[src/rtl/vfc_pkg.sv]
`timescale 1ns/1ps
package vfc_pkg;
  localparam logic [1:0] RESP_IGNORE = 2'd0;
  localparam logic [1:0] RESP_LATCH  = 2'd1;
  localparam logic [1:0] RESP_HICCUP = 2'd2;

  localparam int CH_OV  = 0;
  localparam int CH_UV  = 1;
  localparam int CH_FIX = 2;
  localparam int NUM_CH = 3;

  typedef enum logic [1:0] {ST_RUN, ST_LATCH, ST_HICCUP} ctlState_t;
  typedef enum logic {K_OV, K_UV} faultKind_t;

  typedef struct packed {
    logic hicLoad;
    logic hicStep;
  } ctlStrobe_t;
endpackage

[src/rtl/vfc_filter.sv]
`timescale 1ns/1ps
module vfc_filter #(
  parameter int CNT_W = 8
) (
  input  logic             clk,
  input  logic             rstN,
  input  logic             raw,
  input  logic [CNT_W-1:0] len,
  output logic             det
);
  logic [CNT_W-1:0] cnt;

  always_ff @(posedge clk or negedge rstN) begin
    if (!rstN)          cnt <= '0;
    else if (!raw)      cnt <= '0;
    else if (cnt < len) cnt <= cnt + 1'b1;
  end

  assign det = raw && (cnt >= len);
endmodule

[src/rtl/vfc_datapath.sv]
`timescale 1ns/1ps
module vfc_datapath
  import vfc_pkg::*;
#(
  parameter int FILT_W = 8,
  parameter int HIC_W  = 16,
  parameter int THR_W  = 8,
  parameter logic [THR_W-1:0] FIX_HI_CODE = 220,
  parameter logic [THR_W-1:0] FIX_LO_CODE = 140
) (
  input  logic              clk,
  input  logic              rstN,
  input  logic              biasOk,
  input  logic              ssDone,
  input  logic              ovCmp,
  input  logic              uvCmp,
  input  logic [THR_W-1:0]  fbCode,
  input  logic              strapHi,
  input  logic              ovMask,
  input  logic              uvMask,
  input  logic [FILT_W-1:0] filtLen,
  input  logic [HIC_W-1:0]  hiccupLen,
  input  logic              clearFaults,
  input  ctlStrobe_t        stb,
  output logic              ovDet,
  output logic              uvDet,
  output logic              hicDone,
  output logic              ovFlag,
  output logic              uvFlag,
  output logic              fixFlag,
  output logic              alert
);
  localparam int SYNC_N = 2;

  logic [SYNC_N-1:0] ovSyncQ, uvSyncQ;
  logic              strapTaken, strapSel, fixHitQ;
  logic [THR_W-1:0]  fixThr;
  logic [NUM_CH-1:0] chRaw, chDet;
  logic [HIC_W-1:0]  hicCnt;

  always_ff @(posedge clk or negedge rstN) begin
    if (!rstN) begin
      ovSyncQ <= '0;
      uvSyncQ <= '0;
    end else begin
      ovSyncQ <= {ovSyncQ[SYNC_N-2:0], ovCmp};
      uvSyncQ <= {uvSyncQ[SYNC_N-2:0], uvCmp};
    end
  end

  // strap captured once, on the first edge after reset
  always_ff @(posedge clk or negedge rstN) begin
    if (!rstN) begin
      strapTaken <= 1'b0;
      strapSel   <= 1'b0;
    end else if (!strapTaken) begin
      strapTaken <= 1'b1;
      strapSel   <= strapHi;
    end
  end

  assign fixThr = strapSel ? FIX_HI_CODE : FIX_LO_CODE;

  always_ff @(posedge clk or negedge rstN) begin
    if (!rstN) fixHitQ <= 1'b0;
    else       fixHitQ <= strapTaken && (fbCode > fixThr);
  end

  assign chRaw[CH_OV]  = biasOk && ovSyncQ[SYNC_N-1];
  assign chRaw[CH_UV]  = biasOk && ssDone && uvSyncQ[SYNC_N-1];
  assign chRaw[CH_FIX] = biasOk && fixHitQ;

  for (genvar i = 0; i < NUM_CH; i++) begin : g_filt
    vfc_filter #(.CNT_W(FILT_W)) u_filt (
      .clk (clk),
      .rstN(rstN),
      .raw (chRaw[i]),
      .len (filtLen),
      .det (chDet[i])
    );
  end

  assign ovDet = chDet[CH_OV] | chDet[CH_FIX];
  assign uvDet = chDet[CH_UV];

  always_ff @(posedge clk or negedge rstN) begin
    if (!rstN) begin
      ovFlag  <= 1'b0;
      uvFlag  <= 1'b0;
      fixFlag <= 1'b0;
    end else begin
      ovFlag  <= chDet[CH_OV]  | (ovFlag  & ~clearFaults);
      uvFlag  <= chDet[CH_UV]  | (uvFlag  & ~clearFaults);
      fixFlag <= chDet[CH_FIX] | (fixFlag & ~clearFaults);
    end
  end

  assign alert = ((ovFlag | fixFlag) & ~ovMask) | (uvFlag & ~uvMask);

  always_ff @(posedge clk or negedge rstN) begin
    if (!rstN)                       hicCnt <= '0;
    else if (stb.hicLoad)            hicCnt <= '0;
    else if (stb.hicStep && !hicDone) hicCnt <= hicCnt + 1'b1;
  end

  assign hicDone = hicCnt >= hiccupLen;


  sticky_flag_chk: assert property (@(posedge clk) disable iff (!rstN)
    (ovFlag && !clearFaults) |=> ovFlag);


  uv_gate_chk: assert property (@(posedge clk) disable iff (!rstN)
    !ssDone |=> !$rose(uvFlag));
endmodule

[src/rtl/vfc_control.sv]
`timescale 1ns/1ps
module vfc_control
  import vfc_pkg::*;
(
  input  logic       clk,
  input  logic       rstN,
  input  logic       biasOk,
  input  logic       ovDet,
  input  logic       uvDet,
  input  logic       hicDone,
  input  logic [1:0] ovResp,
  input  logic [1:0] uvResp,
  input  logic       extReset,
  output ctlStrobe_t stb,
  output logic       swEnable,
  output logic       forceLowOn,
  output logic       forceAllOff,
  output logic       restartReq
);
  ctlState_t  state, nxtState;
  faultKind_t kind, nxtKind;
  logic       ovTrip, uvTrip, goRun;

  function automatic ctlState_t policyState(input logic [1:0] resp);
    return (resp == RESP_HICCUP) ? ST_HICCUP : ST_LATCH;
  endfunction

  assign ovTrip = ovDet && (ovResp != RESP_IGNORE);
  assign uvTrip = uvDet && (uvResp != RESP_IGNORE);

  always_comb begin
    nxtState = state;
    nxtKind  = kind;
    stb      = '0;
    goRun    = 1'b0;
    if (state == ST_RUN) begin
      if (ovTrip) begin
        nxtKind     = K_OV;
        nxtState    = policyState(ovResp);
        stb.hicLoad = 1'b1;
      end else if (uvTrip) begin
        nxtKind     = K_UV;
        nxtState    = policyState(uvResp);
        stb.hicLoad = 1'b1;
      end
    end else if (kind == K_UV && ovTrip) begin
      nxtKind     = K_OV;
      nxtState    = policyState(ovResp);
      stb.hicLoad = 1'b1;
    end else if (state == ST_LATCH) begin
      if (extReset && biasOk) begin
        nxtState = ST_RUN;
        goRun    = 1'b1;
      end
    end else begin
      if (hicDone) begin
        nxtState = ST_RUN;
        goRun    = 1'b1;
      end else begin
        stb.hicStep = 1'b1;
      end
    end
  end

  always_ff @(posedge clk or negedge rstN) begin
    if (!rstN) begin
      state      <= ST_RUN;
      kind       <= K_OV;
      restartReq <= 1'b0;
    end else begin
      state      <= nxtState;
      kind       <= nxtKind;
      restartReq <= goRun;
    end
  end

  assign swEnable    = (state == ST_RUN) && biasOk;
  assign forceLowOn  = (state != ST_RUN) && (kind == K_OV);
  assign forceAllOff = (state != ST_RUN) && (kind == K_UV);


  ov_drive_chk: assert property (@(posedge clk) disable iff (!rstN)
    forceLowOn |-> (!swEnable && !forceAllOff));


  uv_drive_chk: assert property (@(posedge clk) disable iff (!rstN)
    forceAllOff |-> (!swEnable && !forceLowOn));


  latch_hold_chk: assert property (@(posedge clk) disable iff (!rstN)
    (state == ST_LATCH && !extReset) |=> (state != ST_RUN));


  restart_clean_chk: assert property (@(posedge clk) disable iff (!rstN)
    restartReq |-> (!forceLowOn && !forceAllOff));
endmodule

[src/rtl/vout_fault_ctrl.sv]
`timescale 1ns/1ps
module vout_fault_ctrl
  import vfc_pkg::*;
#(
  parameter int FILT_W = 8,
  parameter int HIC_W  = 16,
  parameter int THR_W  = 8,
  parameter logic [THR_W-1:0] FIX_HI_CODE = 220,
  parameter logic [THR_W-1:0] FIX_LO_CODE = 140
) (
  input  logic              clk,
  input  logic              rstN,
  input  logic              biasOk,
  input  logic              ssDone,
  input  logic              ovCmp,
  input  logic              uvCmp,
  input  logic [THR_W-1:0]  fbCode,
  input  logic              strapHi,
  input  logic [1:0]        ovResp,
  input  logic [1:0]        uvResp,
  input  logic              ovMask,
  input  logic              uvMask,
  input  logic [FILT_W-1:0] filtLen,
  input  logic [HIC_W-1:0]  hiccupLen,
  input  logic              clearFaults,
  input  logic              extReset,
  output logic              swEnable,
  output logic              forceLowOn,
  output logic              forceAllOff,
  output logic              restartReq,
  output logic              ovFlag,
  output logic              uvFlag,
  output logic              fixFlag,
  output logic              alert
);
  ctlStrobe_t stb;
  logic       ovDet, uvDet, hicDone;

  vfc_datapath #(
    .FILT_W(FILT_W), .HIC_W(HIC_W), .THR_W(THR_W),
    .FIX_HI_CODE(FIX_HI_CODE), .FIX_LO_CODE(FIX_LO_CODE)
  ) u_dp (
    .clk(clk), .rstN(rstN), .biasOk(biasOk), .ssDone(ssDone),
    .ovCmp(ovCmp), .uvCmp(uvCmp), .fbCode(fbCode), .strapHi(strapHi),
    .ovMask(ovMask), .uvMask(uvMask), .filtLen(filtLen),
    .hiccupLen(hiccupLen), .clearFaults(clearFaults), .stb(stb),
    .ovDet(ovDet), .uvDet(uvDet), .hicDone(hicDone),
    .ovFlag(ovFlag), .uvFlag(uvFlag), .fixFlag(fixFlag), .alert(alert)
  );

  vfc_control u_ctl (
    .clk(clk), .rstN(rstN), .biasOk(biasOk), .ovDet(ovDet), .uvDet(uvDet),
    .hicDone(hicDone), .ovResp(ovResp), .uvResp(uvResp), .extReset(extReset),
    .stb(stb), .swEnable(swEnable), .forceLowOn(forceLowOn),
    .forceAllOff(forceAllOff), .restartReq(restartReq)
  );
endmodule

[config.mk]
export PLATFORM = sky130hd
export DESIGN_NAME = vout_fault_ctrl
export DESIGN_NICKNAME = d
export VERILOG_FILES = /design/src/rtl/vfc_pkg.sv /design/src/rtl/vfc_filter.sv /design/src/rtl/vfc_datapath.sv /design/src/rtl/vfc_control.sv /design/src/rtl/vout_fault_ctrl.sv
export SDC_FILE = /design/constraint.sdc
export NUM_CORES = 1
export LEC_CHECK = 0
export CORE_UTILIZATION = 65
export DETAILED_ROUTE_END_ITERATION = 8
export DONT_BUFFER_PORTS = 1
export PLACE_DENSITY = 0.81
export SLEW_MARGIN = 20
export SYNTH_ARGS = -nofsm -noshare
export SYNTH_HDL_FRONTEND = slang
export SYNTH_SLANG_ARGS = --single-unit
export TNS_END_PERCENT = 100
[constraint.sdc]
create_clock -name clk -period 5.03 [get_ports clk]
set_clock_uncertainty 0.05 [all_clocks]
set_input_delay 0.2515 -clock clk [delete_from_list [all_inputs] [get_ports clk]]
set_output_delay 0.2515 -clock clk [all_outputs]
set_load 0.02 [all_outputs]
==> run metrics <==
Routed Antenna Nets 0; Syn Area/Cell about 9 µm²; Yosys top cell by area dfrtp_1; mapped cell area 0.00389 mm²; Die Wd 79.4 µm; Synth async-reset ratio 1.00; Power, Total 1350 µW; vias post-DR 3288; most frequent cell on the critical path a21oi_1; EDFF count, synth 0; final WL roughly 8.5 mm; grt ovf 0; CP Launch Type flip-flop; slowest CP cell o311a_1; Avg WL per Cell 17.1 µm; unrepaired setup endpoints after global routing false; RePlAce Congestion slightly below 0.9; core area 0.00564 mm²; hold path cells 1; share of layout cells above drive strength 1 0.0654; status finished clean; leak pwr 0.00179 µW; clock latency on the worst-skew pair 320 ps; IO Port Bufs 0; All-Layer GR Usage 0.293; delay-heaviest family, CP compound AO/OA/AOI/OAI gates; fillers 422; worst reg-to-reg path cell count 8; Clock Root Buffer clkbuf_8; Layout area overhead 6.59%; initial antenna violation count 0; Setup TNS 0 ps; slowest stage delay, CP 550 ps; Worst setup EP type flip-flop; post-CTS repair timing setup buffer count 0; Slew headroom 0.630; Starting DRT DRC Count a little under 300; Arr. time, crit path 3180 ps; endpoints failing hold 0; Cell Chain, Critical Path ha_1, a21oi_1, o21ai_0, a32o_2, o311a_1, buf_4, or4_1, a21oi_1; Post-DP HPWL 6.38 mm; Row Count 27; # DRC 0; CP required 5220 ps; Sink Count 54; Slew Viols, Final 0; Max H-tree Level 2; post-synthesis sequential area ratio 0.347; Yosys cell types 58; number of antenna diodes 0; largest net degree at the start of global routing 55; Initial DRT Pass Iterations 5; r2r endpoint u_dp.hicCnt[11]; R2R setup slack roughly 2000 ps; Starting Density 0.690; Crit path buffers/inverters 1; TritonCTS clock tree built; Worst Setup SP u_dp.g_filt[2].u_filt.cnt[3]; total die area 0.00630 mm²; Fmax 0.334 GHz; cells after synthesis between 400 and 500; Total Nets Final 520; Hold Path Sink u_dp.strapSel; kind of critical path reg2reg; Setup Viol. Count Final 0; fin util 0.736; Synth top area share 0.347; post-layout min period 2990 ps; Worst Tran Pin Value ~560 ps; Finished Cell Area slightly above 0.004 mm²; CP max FO 19; max_cap viols 0; drt via density between 6 and 7; period utilization 0.595; Boundary Pins 55; first-pass GRT wire length 14.5 mm; Synthesis Warnings 0; vias in the first global route ~3000; net count after synthesis 517; CTS Buf Count 5; worst IR drop on VDD 0.000215 V; Synth Flop Type dfrtp_1; top area cells in the synthesized netlist dfrtp_1, ha_1, a21oi_1; worst min-delay path class in2reg; Die Ht ~80 µm; dpl cell area 0.00394 mm²; Clock Tree Buf Depth 2; clock slew at reported path FFs 100 ps; HP Start strapHi; reg2reg start u_dp.g_filt[2].u_filt.cnt[3]; pwr dens between 300 and 400 mW/mm²; critical path depth in cells 8; flops & latches, synth 54
[sequential cells by signal, summed over array words and instances (netlist names)]
name	flops
u_dp.fixHitQ	1
u_dp.ovFlag	1
u_ctl.kind	1
u_dp.uvFlag	1
u_dp.g_filt.u_filt.cnt	24
u_dp.uvSyncQ	2
u_dp.ovSyncQ	2
u_dp.strapTaken	1
u_ctl.state	2
u_ctl.restartReq	1
u_dp.hicCnt	16
u_dp.strapSel	1
u_dp.fixFlag	1
[layer usage]
layer  vias to the layer above  wire [µm]  track usage
met5                         -          0            0
li1                       1584          -            -
met3                        16        547       0.0560
met2                       106       3890        0.465
met4                         0        184       0.0800
met1                      1582       3920        0.411
[how the worst max path moves through the flow]
stage                      endpoint  slack, ps
floorplan           u_dp.hicCnt[15]       2440
global placement    u_dp.hicCnt[13]       2170
detailed placement  u_dp.hicCnt[10]       2070
CTS                 u_dp.hicCnt[11]       2050
global route        u_dp.hicCnt[15]       1840
finish              u_dp.hicCnt[11]       2040
[synthesized netlist by cell type (4+ instances only)]
cell type and number:
dfrtp_1 54, nor4_1 8, nor3b_1 4, nand4_1 17
and2_1 4, o31ai_1 16, o21ai_0 18, ha_1 46
a21oi_1 29, nand2_1 21, clkbuf_1 8, or4_1 14
xnor2_1 6, nor2b_1 5, nand3_1 18, nor2_1 22
mux2i_1 5, and3_1 8, and4_1 4, nand2b_1 7
inv_1 36, o211ai_1 5, o21a_1 9, xor2_1 6
[layout by cell type, fill, tap and decap left out, types with 6 or more instances in the layout]
| master | n |
|---|---|
| xor2_1 | 6 |
| nand2b_1 | 7 |
| ha_1 | 46 |
| o21a_1 | 9 |
| clkbuf_8 | 6 |
| nor4_1 | 8 |
| inv_1 | 36 |
| dfrtp_1 | 54 |
| o31ai_1 | 16 |
| nand4_1 | 17 |
| nor2_1 | 22 |
| nand3_1 | 18 |
| a21oi_1 | 29 |
| o21ai_0 | 18 |
| or4_1 | 14 |
| nand2_1 | 21 |
| and3_1 | 8 |
| xnor2_1 | 6 |
[where the power goes]
group          internal, µW  leakage [µW]  switching [µW]
logic                   177       0.00105             218
registers               501      0.000671            98.5
clock network           212     0.0000714             146
total                   890       0.00179             462
[per-stage QoR]
stage          setup WS [ps]  instances  hold slack [ps]
3_3_place_gp            2170        487            -92.4
5_1_grt                 1840        500             37.8
4_1_cts                 2050        500             36.1
6_report                2040        500             41.8
2_1_floorplan           2440        424            -94.1
3_5_place_dp            2070        487            -92.9
[logic make-up (layout without fill, tap and decap cells)]
| kind of cell | after synthesis | after routing | share of synthesized area |
|---|---|---|---|
| XOR/XNOR | 12 | 12 | 0.0270 |
| AND/OR/NAND/NOR | 145 | 145 | 0.212 |
| adder cells (fa/ha/maj) | 46 | 46 | 0.148 |
| AO/OA/AOI/OAI | 111 | 111 | 0.195 |
| buffers and inverters | 49 | 53 | 0.0537 |
| flip-flops | 54 | 54 | 0.347 |
| other | 1 | 1 | 0.000963 |
| multiplexers | 6 | 6 | 0.0157 |
[layout make-up]
type	count	area, µm²	share of cell area
well taps	72	90.1	0.0217
repair buffers	9	97.6	0.0235
multi-input cells	321	2330	0.562
clock inverters	2	60.1	0.0145
inverters	36	135	0.0326
flip-flops and latches	54	1350	0.326
clock buffers	6	82.6	0.0199
[timing repair]
action,CTS,global route
hold buffers,5,0
setup endpoints to repair,0,0
endpoints found under the hold margin,58,0
gates resized for setup,0,0
Note: power is estimated with default switching activity, not from simulation.
